## config.mk

```make
export PLATFORM = sky130hd
export DESIGN_NAME = cc_err_level_tracker
export DESIGN_NICKNAME = d
export VERILOG_FILES = /design/src/rtl/cc_err_pkg.sv /design/src/rtl/cc_thr_regs.sv /design/src/rtl/cc_fail_counter.sv /design/src/rtl/cc_level_fsm.sv /design/src/rtl/cc_err_level_tracker.sv
export SDC_FILE = /design/constraint.sdc
export NUM_CORES = 1
export LEC_CHECK = 0
export BUFFER_PORTS_ARGS = -buffer_cell sky130_fd_sc_hd__buf_2
export CAP_MARGIN = 20
export CORE_MARGIN = 8
export CORE_UTILIZATION = 33
export DETAILED_ROUTE_END_ITERATION = 8
export PLACE_DENSITY_LB_ADDON = 0.12
export SYNTH_ARGS = -nofsm -noshare
export SYNTH_HDL_FRONTEND = slang
export SYNTH_SLANG_ARGS = --single-unit
```

## constraint.sdc

```tcl
create_clock -name clk -period 4.5 [get_ports clk]
set_input_delay 0.225 -clock clk [delete_from_list [all_inputs] [get_ports clk]]
set_output_delay 0.225 -clock clk [all_outputs]
set_load 0.02 [all_outputs]
```

## src/rtl/cc_err_pkg.sv

```systemverilog
package cc_err_pkg;
  typedef enum logic [1:0] {
    LVL_GREEN  = 2'b00,
    LVL_YELLOW = 2'b01,
    LVL_RED    = 2'b10
  } err_lvl_e;

  localparam logic [7:0] ADDR_FATAL   = 8'hCC;
  localparam logic [7:0] ADDR_PASSIVE = 8'hD8;
  localparam logic [7:0] ADDR_STATUS  = 8'hE0;
endpackage

```

## src/rtl/cc_thr_regs.sv

```systemverilog
module cc_thr_regs #(
  parameter int          CNT_W        = 15,
  parameter int          ADDR_W       = 8,
  parameter int          DATA_W       = 16,
  parameter logic [ADDR_W-1:0] FATAL_ADDR = 8'hCC,
  parameter logic [ADDR_W-1:0] PASS_ADDR  = 8'hD8
) (
  input  logic              clk,
  input  logic              rst_n,
  input  logic              cfg_mode_i,
  input  logic              wr_en_i,
  input  logic [ADDR_W-1:0] wr_addr_i,
  input  logic [DATA_W-1:0] wr_data_i,
  output logic [CNT_W-1:0]  thr_fatal_o,
  output logic [CNT_W-1:0]  thr_pass_o,
  output logic              armed_o
);
  logic [CNT_W-1:0] fatal_q, fatal_d;
  logic [CNT_W-1:0] pass_q,  pass_d;
  logic             fatal_we, pass_we;

  always_comb begin
    fatal_we = wr_en_i && cfg_mode_i && (wr_addr_i == FATAL_ADDR);
    pass_we  = wr_en_i && cfg_mode_i && (wr_addr_i == PASS_ADDR);
    fatal_d  = fatal_we ? wr_data_i[CNT_W-1:0] : fatal_q;
    pass_d   = pass_we  ? wr_data_i[CNT_W-1:0] : pass_q;
  end

  always_ff @(posedge clk or negedge rst_n) begin
    if (!rst_n) begin
      fatal_q <= '0;
      pass_q  <= '0;
    end else begin
      if (fatal_we) fatal_q <= fatal_d;
      if (pass_we)  pass_q  <= pass_d;
    end
  end

  assign thr_fatal_o = fatal_q;
  assign thr_pass_o  = pass_q;
  assign armed_o     = (fatal_q != '0) && (pass_q != '0);
endmodule

```

## src/rtl/cc_fail_counter.sv

```systemverilog
module cc_fail_counter #(
  parameter int CNT_W = 15
) (
  input  logic             clk,
  input  logic             rst_n,
  input  logic             clr_i,
  input  logic             upd_i,
  input  logic             miss_i,
  output logic [CNT_W-1:0] cnt_o,
  output logic [CNT_W-1:0] cnt_nxt_o
);
  localparam logic [CNT_W-1:0] CNT_MAX = {CNT_W{1'b1}};

  logic [CNT_W-1:0] cnt_q, cnt_d;
  logic             cnt_en;

  always_comb begin
    cnt_en = clr_i || upd_i;
    cnt_d  = cnt_q;
    if (clr_i) begin
      cnt_d = '0;
    end else if (upd_i) begin
      if (!miss_i)              cnt_d = '0;
      else if (cnt_q != CNT_MAX) cnt_d = cnt_q + 1'b1;
    end
  end

  always_ff @(posedge clk or negedge rst_n) begin
    if (!rst_n)      cnt_q <= '0;
    else if (cnt_en) cnt_q <= cnt_d;
  end

  assign cnt_o     = cnt_q;
  assign cnt_nxt_o = cnt_d;
endmodule

```

## src/rtl/cc_level_fsm.sv

```systemverilog
module cc_level_fsm
  import cc_err_pkg::*;
#(
  parameter int CNT_W = 15
) (
  input  logic             clk,
  input  logic             rst_n,
  input  logic             cfg_i,
  input  logic             upd_i,
  input  logic             miss_i,
  input  logic             armed_i,
  input  logic [CNT_W-1:0] cnt_nxt_i,
  input  logic [CNT_W-1:0] thr_fatal_i,
  input  logic [CNT_W-1:0] thr_pass_i,
  output err_lvl_e         lvl_o,
  output logic             up_evt_o,
  output logic             irq_o
);
  err_lvl_e lvl_q, lvl_d;
  logic     irq_q;
  logic     hit_fatal, hit_pass;

  always_comb begin
    hit_fatal = armed_i && miss_i && (cnt_nxt_i >= thr_fatal_i);
    hit_pass  = armed_i && miss_i && (cnt_nxt_i >= thr_pass_i);
    lvl_d     = lvl_q;
    if (cfg_i) begin
      lvl_d = LVL_GREEN;
    end else if (upd_i && (lvl_q != LVL_RED)) begin
      if (hit_fatal)    lvl_d = LVL_RED;
      else if (hit_pass) lvl_d = LVL_YELLOW;
      else if (!miss_i) lvl_d = LVL_GREEN;
    end
    up_evt_o = (lvl_d > lvl_q);
  end

  always_ff @(posedge clk or negedge rst_n) begin
    if (!rst_n) begin
      lvl_q <= LVL_GREEN;
      irq_q <= 1'b0;
    end else begin
      lvl_q <= lvl_d;
      irq_q <= up_evt_o;
    end
  end

  assign lvl_o = lvl_q;
  assign irq_o = irq_q;
endmodule

```

## src/rtl/cc_err_level_tracker.sv

```systemverilog
module cc_err_level_tracker
  import cc_err_pkg::*;
#(
  parameter int CNT_W  = 15,
  parameter int ADDR_W = 8,
  parameter int DATA_W = 16
) (
  input  logic              clk,
  input  logic              rst_n,
  input  logic              cfg_mode_i,
  input  logic              cyc_end_i,
  input  logic              cyc_odd_i,
  input  logic              sync_miss_i,
  input  logic              wr_en_i,
  input  logic [ADDR_W-1:0] wr_addr_i,
  input  logic [DATA_W-1:0] wr_data_i,
  input  logic [ADDR_W-1:0] rd_addr_i,
  output logic [DATA_W-1:0] rd_data_o,
  output logic [1:0]        level_o,
  output logic              halt_o,
  output logic              irq_o,
  output logic              irq_flag_o,
  output logic [CNT_W-1:0]  fail_cnt_o
);
  localparam int PAD_W = DATA_W - CNT_W;

  logic [CNT_W-1:0] thr_fatal_w, thr_pass_w, cnt_nxt_w;
  logic             armed_w, upd_w, up_evt_w;
  logic             flag_q, flag_d, flag_clr;
  err_lvl_e         lvl_w;

  assign upd_w = cyc_end_i && cyc_odd_i && !cfg_mode_i;

  cc_thr_regs #(
    .CNT_W(CNT_W), .ADDR_W(ADDR_W), .DATA_W(DATA_W),
    .FATAL_ADDR(ADDR_FATAL), .PASS_ADDR(ADDR_PASSIVE)
  ) u_thr (
    .clk(clk), .rst_n(rst_n), .cfg_mode_i(cfg_mode_i),
    .wr_en_i(wr_en_i), .wr_addr_i(wr_addr_i), .wr_data_i(wr_data_i),
    .thr_fatal_o(thr_fatal_w), .thr_pass_o(thr_pass_w), .armed_o(armed_w)
  );

  cc_fail_counter #(.CNT_W(CNT_W)) u_cnt (
    .clk(clk), .rst_n(rst_n), .clr_i(cfg_mode_i), .upd_i(upd_w),
    .miss_i(sync_miss_i), .cnt_o(fail_cnt_o), .cnt_nxt_o(cnt_nxt_w)
  );

  cc_level_fsm #(.CNT_W(CNT_W)) u_lvl (
    .clk(clk), .rst_n(rst_n), .cfg_i(cfg_mode_i), .upd_i(upd_w),
    .miss_i(sync_miss_i), .armed_i(armed_w), .cnt_nxt_i(cnt_nxt_w),
    .thr_fatal_i(thr_fatal_w), .thr_pass_i(thr_pass_w),
    .lvl_o(lvl_w), .up_evt_o(up_evt_w), .irq_o(irq_o)
  );

  always_comb begin
    flag_clr = wr_en_i && (wr_addr_i == ADDR_STATUS) && wr_data_i[0];
    flag_d   = up_evt_w || (flag_q && !flag_clr);
  end

  always_ff @(posedge clk or negedge rst_n) begin
    if (!rst_n) flag_q <= 1'b0;
    else        flag_q <= flag_d;
  end

  always_comb begin
    rd_data_o = '0;
    case (rd_addr_i)
      ADDR_FATAL:   rd_data_o = {{PAD_W{1'b0}}, thr_fatal_w};
      ADDR_PASSIVE: rd_data_o = {{PAD_W{1'b0}}, thr_pass_w};
      ADDR_STATUS:  rd_data_o = {{(DATA_W-1){1'b0}}, flag_q};
      default:      rd_data_o = '0;
    endcase
  end

  assign level_o    = lvl_w;
  assign halt_o     = (lvl_w == LVL_RED);
  assign irq_flag_o = flag_q;
endmodule

```

=== Word-level counts from Yosys, hierarchy flattened ===
Index checks and enable logic that the tools add are counted.

* Output and inout bits: 36
* Input bits: 39
* Register bits: 49
* Logic and storage cells: 48

* Mux-type cells: 10
* Add/sub/neg operators: 1
* Equal/unequal tests: 9
* $lt $le $gt $ge: 3
* Reduce and logical (&&, ||, !) cells: 19

{| class="wikitable"
|+ Operators with widths
! operator !! number
|-
| $mux W15 || 4
|-
| $eq A8 B8 Y1 const B || 6
|-
| $pmux W15 S3 || 1
|-
| $ge A15 B15 Y1 || 2
|-
| $reduce_bool A15 Y1 || 2
|-
| $add A15 B1 Y15 const B || 1
|-
| $ne A15 B15 Y1 const B || 1
|-
| $logic_and A1 B1 Y1 || 13
|-
| $mux W2 || 5
|-
| $eq A2 B2 Y1 const B || 1
|-
| $gt A2 B2 Y1 || 1
|-
| $logic_not A1 Y1 || 2
|-
| $logic_or A1 B1 Y1 || 2
|-
| $ne A2 B2 Y1 const B || 1
|}

=== Logic depth before layout (Yosys ltp) ===
Gate-level depths: netlist of run 1.

* Depth after elaboration: 13
* Mapped depth: 18
* Gate-level depth less buffers: 18

=== Hierarchy ===
Synthesis of run 1 repeated with hierarchy kept, for this count alone.

* Cell total of the unflattened synthesis: 349
* Area, all modules: 3,550.9 um^2

{| class="wikitable"
|+ By module, submodules not included
! module !! seq. area each (um^2) !! times used !! area each (um^2) !! cells an instance
|-
| cc_thr_regs || 750.7 || 1 || 1,317.5 || 77
|-
| cc_fail_counter || 375.4 || 1 || 970.9 || 108
|-
| cc_level_fsm || 75.1 || 1 || 932.1 || 130
|-
| cc_err_level_tracker || 25.0 || 1 || 330.3 || 34
|}

=== Least setup slack after synthesis of run 1 ===
Ideal clock, no wire load.

* Kind: register to register
* Start: register u_cnt.cnt_q[3], in the netlist u_cnt.cnt_o[3]
* End: register flag_q, in the netlist irq_flag_o
* Stages on the path, launching flop included: 18
* Setup slack: 0.909 ns
* Period minus slack after synthesis: 3.591 ns
* Buffers on the path: 0
* Arrival time: 3.473 ns
* Setup time: 0.118 ns
* Cell sequence: dfrtp_1 > and4_1 > nand4_2 > nor3_1 > mux2_2 > a22oi_1 > nor2_1 > ha_1 > a21o_1 > a31oi_1 > o21ai_0 > a211oi_1 > o211ai_1 > a21oi_1 > ha_1 > a21oi_1 > a21oi_1 > a21o_1

* Longest elaborated chain between the ends: 13

{| class="wikitable"
|+ Ends and longest elaborated chain
! what !! line !! source
|-
| from (decl) || cc_fail_counter.sv:14 || <nowiki>logic [CNT_W-1:0] cnt_q, cnt_d;</nowiki>
|-
| from (signal assigned) || cc_fail_counter.sv:30 || <nowiki>else if (cnt_en) cnt_q <= cnt_d;</nowiki>
|-
| $ne A15 B15 Y1 * || cc_fail_counter.sv:24 || <nowiki>else if (cnt_q != CNT_MAX) cnt_d = cnt_q + 1'b1;</nowiki>
|-
| $mux W15 * || cc_fail_counter.sv:24 ||
|-
| $mux W15 * || cc_fail_counter.sv:23 || <nowiki>if (!miss_i) cnt_d = '0;</nowiki>
|-
| $mux W15 * || cc_fail_counter.sv:22 || <nowiki>end else if (upd_i) begin</nowiki>
|-
| $mux W15 * || cc_fail_counter.sv:20 || <nowiki>if (clr_i) begin</nowiki>
|-
| net cnt_nxt_w[1] || cc_err_level_tracker.sv:27 || <nowiki>logic [CNT_W-1:0] thr_fatal_w, thr_pass_w, cnt_nxt_w;</nowiki>
|-
| $ge A15 B15 Y1 || cc_level_fsm.sv:25 || <nowiki>hit_pass = armed_i && miss_i && (cnt_nxt_i >= thr_pass_i);</nowiki>
|-
| $logic_and A1 B1 Y1 || cc_level_fsm.sv:25 ||
|-
| $mux W2 || cc_level_fsm.sv:31 || <nowiki>else if (hit_pass) lvl_d = LVL_YELLOW;</nowiki>
|-
| $mux W2 * || cc_level_fsm.sv:30 || <nowiki>if (hit_fatal) lvl_d = LVL_RED;</nowiki>
|-
| $mux W2 * || cc_level_fsm.sv:29 || <nowiki>end else if (upd_i && (lvl_q != LVL_RED)) begin</nowiki>
|-
| $mux W2 * || cc_level_fsm.sv:27 || <nowiki>if (cfg_i) begin</nowiki>
|-
| net u_lvl.lvl_d[1] || cc_level_fsm.sv:19 || <nowiki>err_lvl_e lvl_q, lvl_d;</nowiki>
|-
| $gt A2 B2 Y1 * || cc_level_fsm.sv:34 || <nowiki>up_evt_o = (lvl_d > lvl_q);</nowiki>
|-
| net u_lvl.up_evt_o || cc_level_fsm.sv:16 || <nowiki>output logic up_evt_o,</nowiki>
|-
| $logic_or A1 B1 Y1 * || cc_err_level_tracker.sv:57 || <nowiki>flag_d = up_evt_w || (flag_q && !flag_clr);</nowiki>
|-
| net flag_d || cc_err_level_tracker.sv:29 || <nowiki>logic flag_q, flag_d, flag_clr;</nowiki>
|-
| to (signal assigned) || cc_err_level_tracker.sv:62 || <nowiki>else flag_q <= flag_d;</nowiki>
|-
| to (decl) || cc_err_level_tracker.sv:29 ||
|}

Mark *: on every way through the listed nets, which the timed path passes. The rest lies on a longest branch.
A chain may end at the register's enable or synchronous reset.

=== Final worst setup path of run 1 ===
* Start: register u_cnt.cnt_q[3], in the netlist u_cnt.cnt_o[3]
* End: register flag_q, in the netlist irq_flag_o

* Longest elaborated chain between the ends: 13

{| class="wikitable"
|+ Ends and longest elaborated chain
! what !! line
|-
| $add A15 B1 Y15 or $ne A15 B15 Y1 (tied branches) || cc_fail_counter.sv:24
|-
| $mux W15 * || cc_fail_counter.sv:24
|-
| $mux W15 * || cc_fail_counter.sv:23
|-
| $mux W15 * || cc_fail_counter.sv:22
|-
| $mux W15 * || cc_fail_counter.sv:20
|-
| net cnt_nxt_w[6] || cc_err_level_tracker.sv:27
|-
| $ge A15 B15 Y1 || cc_level_fsm.sv:25
|-
| $logic_and A1 B1 Y1 || cc_level_fsm.sv:25
|-
| $mux W2 || cc_level_fsm.sv:31
|-
| $mux W2 * || cc_level_fsm.sv:30
|-
| $mux W2 * || cc_level_fsm.sv:29
|-
| $mux W2 * || cc_level_fsm.sv:27
|-
| net u_lvl.lvl_d[1] || cc_level_fsm.sv:19
|-
| $gt A2 B2 Y1 * || cc_level_fsm.sv:34
|-
| net u_lvl.up_evt_o || cc_level_fsm.sv:16
|-
| $logic_or A1 B1 Y1 * || cc_err_level_tracker.sv:57
|-
| net flag_d || cc_err_level_tracker.sv:29
|}

Marked as above.

==> run metrics, run 1 <==
endpoints failing hold=0; max_cap viols=0; synth-to-layout area growth=20.8%; Wirelength per Cell=16.0 µm; Hold Path Class=in -> async; Crit path top cell by count=a21oi_1; Fin Setup TNS=0 ns; total global routing overflow=0; Detail Placement HPWL=7340 µm; fmax=246 MHz; drt first pass iters=4; antenna violations before repair=0; top_reg_cell synth=dfrtp_1; clock sinks=49; H-tree level count=2; I/O pin cnt=75; top post-synthesis cells by area=dfrtp_1, ha_1, o21ai_0; CTS Buffer Depth=2; clk_skew=0.00700 ns; Die ar.=0.0131 mm²; syn_area_per_cell=8.64 µm²; Crit. End Element=flip-flop; port bufs=72; width of the chip=114 µm; CP max stage cell=o311ai_4; placed cell count=570; Max-slew headroom=0.566; gr usage total=0.148; Initial Util=0.332; CTS tree=done; clk_lat worst skew=0.31 ns; Post-Synthesis Cells=369; slowest stage delay, CP=0.48 ns; vias in the first global route=2924; CP required=4.71 ns; post-CTS setup buffer count=0; DRC violations left=0; worst slack at placement=0.473 ns; core area=0.00959 mm²; Die Y=114 µm; Slew @ Worst Pin=0.651 ns; worst path cell trace=and4_1 > nand4_2 > o311ai_4 > nor2_1 > xnor2_1 > nor2_1 > ha_1 > a21oi_1 > o21a_1 > o21ai_0 > a211oi_1 > o211ai_1 > a21oi_1 > ha_1 > a21oi_1 > a21oi_1 > a21o_1; share of cells above drive strength 1=0.216; Peak supply drop=0.000136 V; Hold WS=0.0207 ns; routed vias=2832; Syn Std Cell Area=0.00319 mm²; max-slew violations=0; Setup CP Type=reg -> reg; antenna viol nets, final=0; pwr dens=237 mW/mm²; RSZ-0062 raised after global routing=no; leading area contributor after synthesis=dfrtp_1; Final Setup Violations=0; #FFs+latches synth=49; Netlist cell types=43; Antenna diodes=0; Clock Pin Slew Worst Setup and Hold Paths=0.10 ns; post_cts resized=0; final setup margin=0.427 ns; Iter 0 DRT Violations=112; register area share after synthesis=0.384; largest net degree at the start of global routing=50; crit path DAT=4.28 ns; first-pass GRT wire length=15200 µm; Final min period=4.07 ns; Post-synth EDFFs=0; synth warn=0; Pleak=0.00194 µW; Synth top cells by count=dfrtp_1, nand2_1, o21ai_0; CTS Buf Count=5; ys async rst share=1.00; most frequent cell after synthesis=dfrtp_1; syn nets=441; Post-Layout Cell Count=578; Worst setup SP type=flip-flop; GPL Wtd Cong=0.786; DRT Wirelength=9250 µm; Synth top area share=0.384; hold_buf cts=0; outcome=finished clean; maximum fanout along the worst path=7; final net count=516; cells on worst reg2reg path=17; layout filler cell count=1012; fin crit share=0.905; routed vias/inst=4.90; row cnt=36; CTS root buf=clkbuf_8; post-layout power=911 µW
[through the flow]
stage,utilization,instance area [µm²]
2_1_floorplan,-,3190
3_3_place_gp,0.388,3720
3_5_place_dp,0.389,3730
4_1_cts,0.401,3850
5_1_grt,0.401,3850
6_report,0.401,3850
[layer usage]
metal,up-vias,track usage,wire length [µm]
met4,0,0.0319,61
met1,1297,0.203,4760
met5,-,0,0
li1,1456,-,-
met2,73,0.221,3750
met3,6,0.0454,677
[layout make-up]
cell class / instances / area [µm²] / share of cell area
Timing Repair Buffer: 79 / 413 / 0.107
Multi-Input combinational cell: 274 / 1790 / 0.466
Inverter: 35 / 131 / 0.0341
Tap cell: 133 / 166 / 0.0432
Clock inverter: 2 / 37.5 / 0.00975
Sequential cell: 49 / 1230 / 0.318
Clock buffer: 6 / 82.6 / 0.0214
[logic make-up after synthesis]
family,share of synthesized area
AO/OA/AOI/OAI,0.187
XOR/XNOR,0.0247
adder cells (fa/ha/maj),0.129
buffers and inverters,0.0569
flip-flops,0.384
multiplexers,0.0106
other,0.00118
AND/OR/NAND/NOR,0.206
[worst max-delay path, delay by kind of cell, from the launching register on]
family / cells / cell delay [ns]
AO/OA/AOI/OAI: 10 / 1.97
XOR/XNOR: 1 / 0.15
adder cells (fa/ha/maj): 2 / 0.57
flip-flops: 1 / 0.42
AND/OR/NAND/NOR: 4 / 0.86
[power by group]
part	total [µW]	leakage, µW	switching [µW]	internal (µW)
combinational	97.2	0.00135	61.7	35.4
sequential	470	0.000539	14.4	456
clock	344	0.0000574	163	181
total	911	0.00194	239	672
[cells in the final DEF (no fill, tap or decap), types with 4 or more instances in the layout]
| cell | synthesis | final |
|---|---|---|
| dfrtp_1 | 49 | 49 |
| nand3_1 | 4 | 4 |
| xnor2_1 | 8 | 8 |
| inv_1 | 35 | 35 |
| buf_2 | 4 | 72 |
| a21o_1 | 4 | 4 |
| clkbuf_8 | 0 | 6 |
| nor2_1 | 33 | 33 |
| nor3_1 | 13 | 13 |
| nand4_1 | 10 | 10 |
| a21oi_1 | 19 | 19 |
| nand2_1 | 48 | 48 |
| o211ai_1 | 4 | 4 |
| nor4_1 | 9 | 8 |
| o21ai_0 | 37 | 37 |
| buf_4 | 1 | 7 |
| a22o_1 | 14 | 14 |
| ha_1 | 33 | 33 |
[path summary, 6_finish.rpt]
kind                                 from                    end  slack (ns)
hold / removal                      rst_n    u_thr.thr_pass_o[3]        0.02
setup reg to reg           u_cnt.cnt_o[3]             irq_flag_o        0.43
setup / recovery           u_cnt.cnt_o[3]             irq_flag_o        0.43
hold reg to reg                irq_flag_o             irq_flag_o        0.54
min in group clk            wr_data_i[10]  u_thr.thr_fatal_o[10]        0.12
max in group asynchronous           rst_n         u_cnt.cnt_o[8]        4.05
[registers in the layout (all words and copies together), names as in the netlist]
name	count
u_lvl.irq_o	1
u_thr.thr_fatal_o	15
u_lvl.lvl_o	2
u_thr.thr_pass_o	15
irq_flag_o	1
u_cnt.cnt_o	15
(Power assumes the default switching activity.)
==> run 2: changes to the inputs <==
--- a/config.mk
+++ b/config.mk
@@ -10,7 +10,7 @@
 export CORE_MARGIN = 8
 export CORE_UTILIZATION = 33
 export DETAILED_ROUTE_END_ITERATION = 8
-export PLACE_DENSITY_LB_ADDON = 0.12
+export PLACE_DENSITY = 0.5
 export SYNTH_ARGS = -nofsm -noshare
 export SYNTH_HDL_FRONTEND = slang
 export SYNTH_SLANG_ARGS = --single-unit
==> run metrics, run 2 (synthesis gave the netlist of run 1 again) <==
vias in the first global route=2952; H-tree level count=2; GPL Wtd Cong=0.797; row cnt=36; fin crit share=0.908; CTS root buf=clkbuf_8; antenna violations before repair=0; CP required=4.70 ns; CP max stage cell=dfrtp_1; endpoints failing hold=0; Iter 0 DRT Violations=102; worst r2r src=u_cnt.cnt_o[3]; max-slew violations=0; Pleak=0.00194 µW; Crit. End Element=flip-flop; Die ar.=0.0131 mm²; commonest non-fill, non-tap cell in the layout=buf_2; r2r endpoint=irq_flag_o; hold_buf cts=0; pwr dens=219 mW/mm²; post-CTS setup buffer count=0; slowest stage delay, CP=0.43 ns; clk_skew=0.00954 ns; post_cts resized=0; Clock Pin Slew Worst Setup and Hold Paths=0.10 ns; Hold Path Class=in -> async; CTS tree=done; Crit path top cell by count=a21oi_1; Max-slew headroom=0.393; Peak supply drop=0.000105 V; Slew @ Worst Pin=0.902 ns; final net count=518; maximum fanout along the worst path=5; routed vias/inst=4.96; drt first pass iters=4; Wirelength per Cell=16.0 µm; cells on worst reg2reg path=17; I/O pin cnt=75; Detail Placement HPWL=7370 µm; core area=0.00959 mm²; routed vias=2877; synth-to-layout area growth=20.3%; largest net degree at the start of global routing=50; fmax=245 MHz; first-pass GRT wire length=15400 µm; DRC violations left=0; Antenna diodes=0; DRT Wirelength=9290 µm; Setup CP Type=reg -> reg; Initial Util=0.332; Final Setup Violations=0; port bufs=72; gr usage total=0.149; width of the chip=114 µm; clk_lat worst skew=0.31 ns; clock sinks=49; antenna viol nets, final=0; crit path DAT=4.29 ns; max_cap viols=0; Fin Setup TNS=0 ns; post-layout power=840 µW; CTS Buf Count=5; Worst setup SP type=flip-flop; RSZ-0062 raised after global routing=no; share of cells above drive strength 1=0.219; Die Y=114 µm; outcome=finished clean; reg2reg setup slack=0.41 ns; total global routing overflow=0; CTS Buffer Depth=2; Final min period=4.09 ns; worst path cell trace=and4_1 > nand4_2 > o311ai_4 > buf_4 > o21ai_0 > a21oi_1 > ha_1 > a21o_1 > nand3_1 > a21oi_1 > a211oi_1 > o211ai_1 > a21oi_1 > ha_1 > a21oi_1 > a21oi_1 > a21o_1; most frequent cells in the layout=buf_2, dfrtp_1, nand2_1
==> run 2: worst max-delay path by stage <==
stage                         startpoint    endpoint  slack (ns)  depth (start not counted)
after floorplan           u_cnt.cnt_o[3]  irq_flag_o        0.91                         17
after global placement    u_cnt.cnt_o[3]  irq_flag_o        0.46                         17
after detailed placement  u_cnt.cnt_o[3]  irq_flag_o        0.39                         17
after CTS                 u_cnt.cnt_o[3]  irq_flag_o        0.36                         17
after global routing      u_cnt.cnt_o[3]  irq_flag_o        0.03                         17
final                     u_cnt.cnt_o[3]  irq_flag_o        0.41                         17
==> run 2: per-layer routing <==
layer / part of all wire / track usage
met1: 0.49 / 0.200
met2: 0.44 / 0.231
met4: 0.0040 / 0.0373
met3: 0.072 / 0.0380
met5: 0 / 0
==> run 2: per-stage QoR <==
stage	instance area [µm²]	hold slack, ns	setup WS (ns)	std cells	util
2_1_floorplan	3190	-0.0706	0.909	369	-
3_3_place_gp	3720	0.384	0.457	569	0.388
3_5_place_dp	3720	0.386	0.392	569	0.388
4_1_cts	3810	0.0435	0.359	577	0.397
5_1_grt	3840	0.0717	0.0263	580	0.400
6_report	3840	0.0209	0.415	580	0.400
==> run 2: area by class of cell <==
cell class	instances	area [µm²]
Timing Repair Buffer	81	428
Clock buffer	5	68.8
Multi-Input combinational cell	274	1790
Tap cell	133	166
Fill cell	1037	5760
Clock inverter	3	21.3
Sequential cell	49	1230
Inverter	35	131
==> run 2: critical path: cells and delay by family (launching register included) <==
kind | cells | cell delay (ns)
AO/OA/AOI/OAI | 11 | 2.14
adder cells (fa/ha/maj) | 2 | 0.59
AND/OR/NAND/NOR | 3 | 0.66
buffers and inverters | 1 | 0.18
flip-flops | 1 | 0.43
==> run 2: report_power, final <==
group / internal (µW) / switching (µW) / total (µW)
clock network: 111 / 162 / 273
logic: 35.4 / 62.1 / 97.5
registers: 456 / 14.3 / 470
==> run 3: changes to the inputs <==
--- a/config.mk
+++ b/config.mk
@@ -5,12 +5,13 @@
 export SDC_FILE = /design/constraint.sdc
 export NUM_CORES = 1
 export LEC_CHECK = 0
-export BUFFER_PORTS_ARGS = -buffer_cell sky130_fd_sc_hd__buf_2
 export CAP_MARGIN = 20
 export CORE_MARGIN = 8
 export CORE_UTILIZATION = 33
 export DETAILED_ROUTE_END_ITERATION = 8
-export PLACE_DENSITY = 0.5
+export DONT_BUFFER_PORTS = 1
+export PLACE_DENSITY = 0.44
 export SYNTH_ARGS = -nofsm -noshare
 export SYNTH_HDL_FRONTEND = slang
+export SYNTH_HIERARCHICAL = 1
 export SYNTH_SLANG_ARGS = --single-unit
==> run metrics, run 3 <==
Netlist cell types=56; GPL Wtd Cong=0.728; first-pass GRT wire length=15200 µm; Die Y=120 µm; crit path DAT=4.18 ns; RSZ-0062 raised after global routing=no; CTS Buf Count=5; Detail Placement HPWL=7330 µm; most frequent cell after synthesis=dfrtp_1; largest net degree at the start of global routing=50; width of the chip=120 µm; antenna viol nets, final=0; placed cell count=485; max_cap viols=0; Final min period=3.97 ns; Synth top area share=0.345; Die ar.=0.0143 mm²; fin crit share=0.882; ys async rst share=1.00; Post-Layout Cell Count=497; Syn Std Cell Area=0.00355 mm²; clock sinks=49; Worst setup SP type=flip-flop; Pleak=0.00170 µW; clk_skew=0.00906 ns; Final Setup Violations=0; Max-slew headroom=0.435; CP required=4.71 ns; sequential share of power=0.525; max-slew violations=0; Reg area=0.00123 mm²; DRT Wirelength=9330 µm; Peak supply drop=0.000137 V; H-tree level count=2; layout filler cell count=1132; outcome=finished clean; Wirelength per Cell=18.8 µm; I/O pin cnt=75; Hold WS=0.0503 ns; routed vias=2676; Initial Util=0.333; port bufs=0; most frequent cells in the layout=dfrtp_1, inv_1, a21oi_1; Iter 0 DRT Violations=116; Post-synth EDFFs=0; fmax=252 MHz; core area=0.0107 mm²; Clock Pin Slew Worst Setup and Hold Paths=0.10 ns; Slew @ Worst Pin=0.845 ns; top post-synthesis cells by area=dfrtp_1, ha_1, mux2_2; #FFs+latches synth=49; synth-to-layout area growth=8.70%; Post-Synthesis Cells=349; Antenna diodes=0; clock group share of total power=0.381; P_sw=230 µW; Crit. End Element=flip-flop; maximum fanout along the worst path=6; syn nets=421; vias in the first global route=2714; routed vias/inst=5.38; Hold Path Class=in -> reg; final net count=428; drt first pass iters=4; internal power=657 µW; Synth top cells by count=dfrtp_1, inv_1, a21oi_1; Setup CP Type=reg -> reg; syn_area_per_cell=10.2 µm²; sw frac=0.259; Combinational Power Share=0.094; row cnt=38; multi-input combinational cell area=0.00211 mm²; clk_lat worst skew=0.31 ns; share of cells above drive strength 1=0.176; top_reg_cell synth=dfrtp_1; leading area contributor after synthesis=dfrtp_1; DRC violations left=0; endpoints failing hold=0; pwr dens=230 mW/mm²; commonest non-fill, non-tap cell in the layout=dfrtp_1; CTS Buffer Depth=2; gr usage total=0.133; synth warn=6; register area share after synthesis=0.345; CTS tree=done; CTS root buf=clkbuf_8; antenna violations before repair=0; Fin Setup TNS=0 ns; total global routing overflow=0
==> run 3: cell types whose count changed after synthesis, sizes merged, moves of 16 or more <==
| cell | before | now |
|---|---|---|
| mux2 | 3 | 30 |
| nand2 | 48 | 19 |
| a21oi | 19 | 35 |
| o21ai | 37 | 14 |
| nor2 | 33 | 12 |
==> run 3: layout make-up <==
| type | instances | area share |
|---|---|---|
| clock inverters | 3 | 0.0123 |
| well taps | 140 | 0.0454 |
| clock buffers | 5 | 0.0178 |
| repair buffers | 9 | 0.0250 |
| multi-input cells | 254 | 0.546 |
| inverters | 37 | 0.0360 |
| flip-flops and latches | 49 | 0.318 |
==> run 3: critical path: stages (launching register included) <==
cell and delay (ns):
dfrtp_1 0.54, ha_1 0.28, nand4_1 0.23, nor2_1 0.33
a21oi_1 0.15, a311oi_1 0.46, ha_1 0.34, a21oi_1 0.16
nor2_1 0.06, a211oi_1 0.29, o21ai_0 0.14, o22ai_1 0.22
ha_1 0.29, a21oi_1 0.12, a21oi_1 0.09, a21o_1 0.17
==> run 3: path summary, 6_finish.rpt <==
path / start / endpoint / slack [ns] / depth (start not counted)
worst max-delay path: u_cnt/cnt_o[0] / irq_flag_o / 0.53 / 15
worst min-delay path: wr_data_i[13] / u_thr/thr_fatal_o[13] / 0.05 / 1
worst max register to register: u_cnt/cnt_o[0] / irq_flag_o / 0.53 / 15
worst min register to register: u_thr/thr_fatal_o[4] / u_thr/thr_fatal_o[4] / 0.59 / 1
max in group asynchronous: rst_n / u_lvl/lvl_o[1] / 3.84 / 2
min in group asynchronous: rst_n / u_cnt/cnt_o[12] / 0.41 / 2
==> run 3: timing repair <==
item | CTS | global route
hold buffers | 3 | 0
endpoints found under the hold margin | 50 | 0
resized for setup | 0 | 0
buffers inserted | 0 | 0
==> run 3: metal layers <==
metal  GRT usage  routed length, µm
met4      0.0297                 98
met1       0.175               4220
met2       0.194               4030
met5           0                  0
met3      0.0597                979
==> run 3: kinds of logic after synthesis <==
kind of cell | Yosys count | synth area share
buffers and inverters | 46 | 0.0613
XOR/XNOR | 1 | 0.00247
other | 1 | 0.00106
multiplexers | 30 | 0.106
AO/OA/AOI/OAI | 92 | 0.168
AND/OR/NAND/NOR | 97 | 0.200
flip-flops | 49 | 0.345
adder cells (fa/ha/maj) | 33 | 0.116
==> run 3: power by group through the flow <==
stage          combinational, µW  clock (µW)  sequential, µW
6_report                    83.6         338             465
4_1_cts                     85.8         358             466
5_1_grt                     94.7         374             468
3_3_place_gp                70.7           0             474
2_1_floorplan               58.4           0             469
3_5_place_dp                71.2           0             474
==> run 3: through the flow <==
stage,util,setup slack [ns],power [µW],instance area [µm²]
3_5_place_dp,0.346,0.499,546,3680
6_report,0.362,0.530,887,3860
5_1_grt,0.362,0.141,936,3860
2_1_floorplan,-,1.19,527,3550
4_1_cts,0.361,0.481,909,3850
3_3_place_gp,0.346,0.581,545,3680
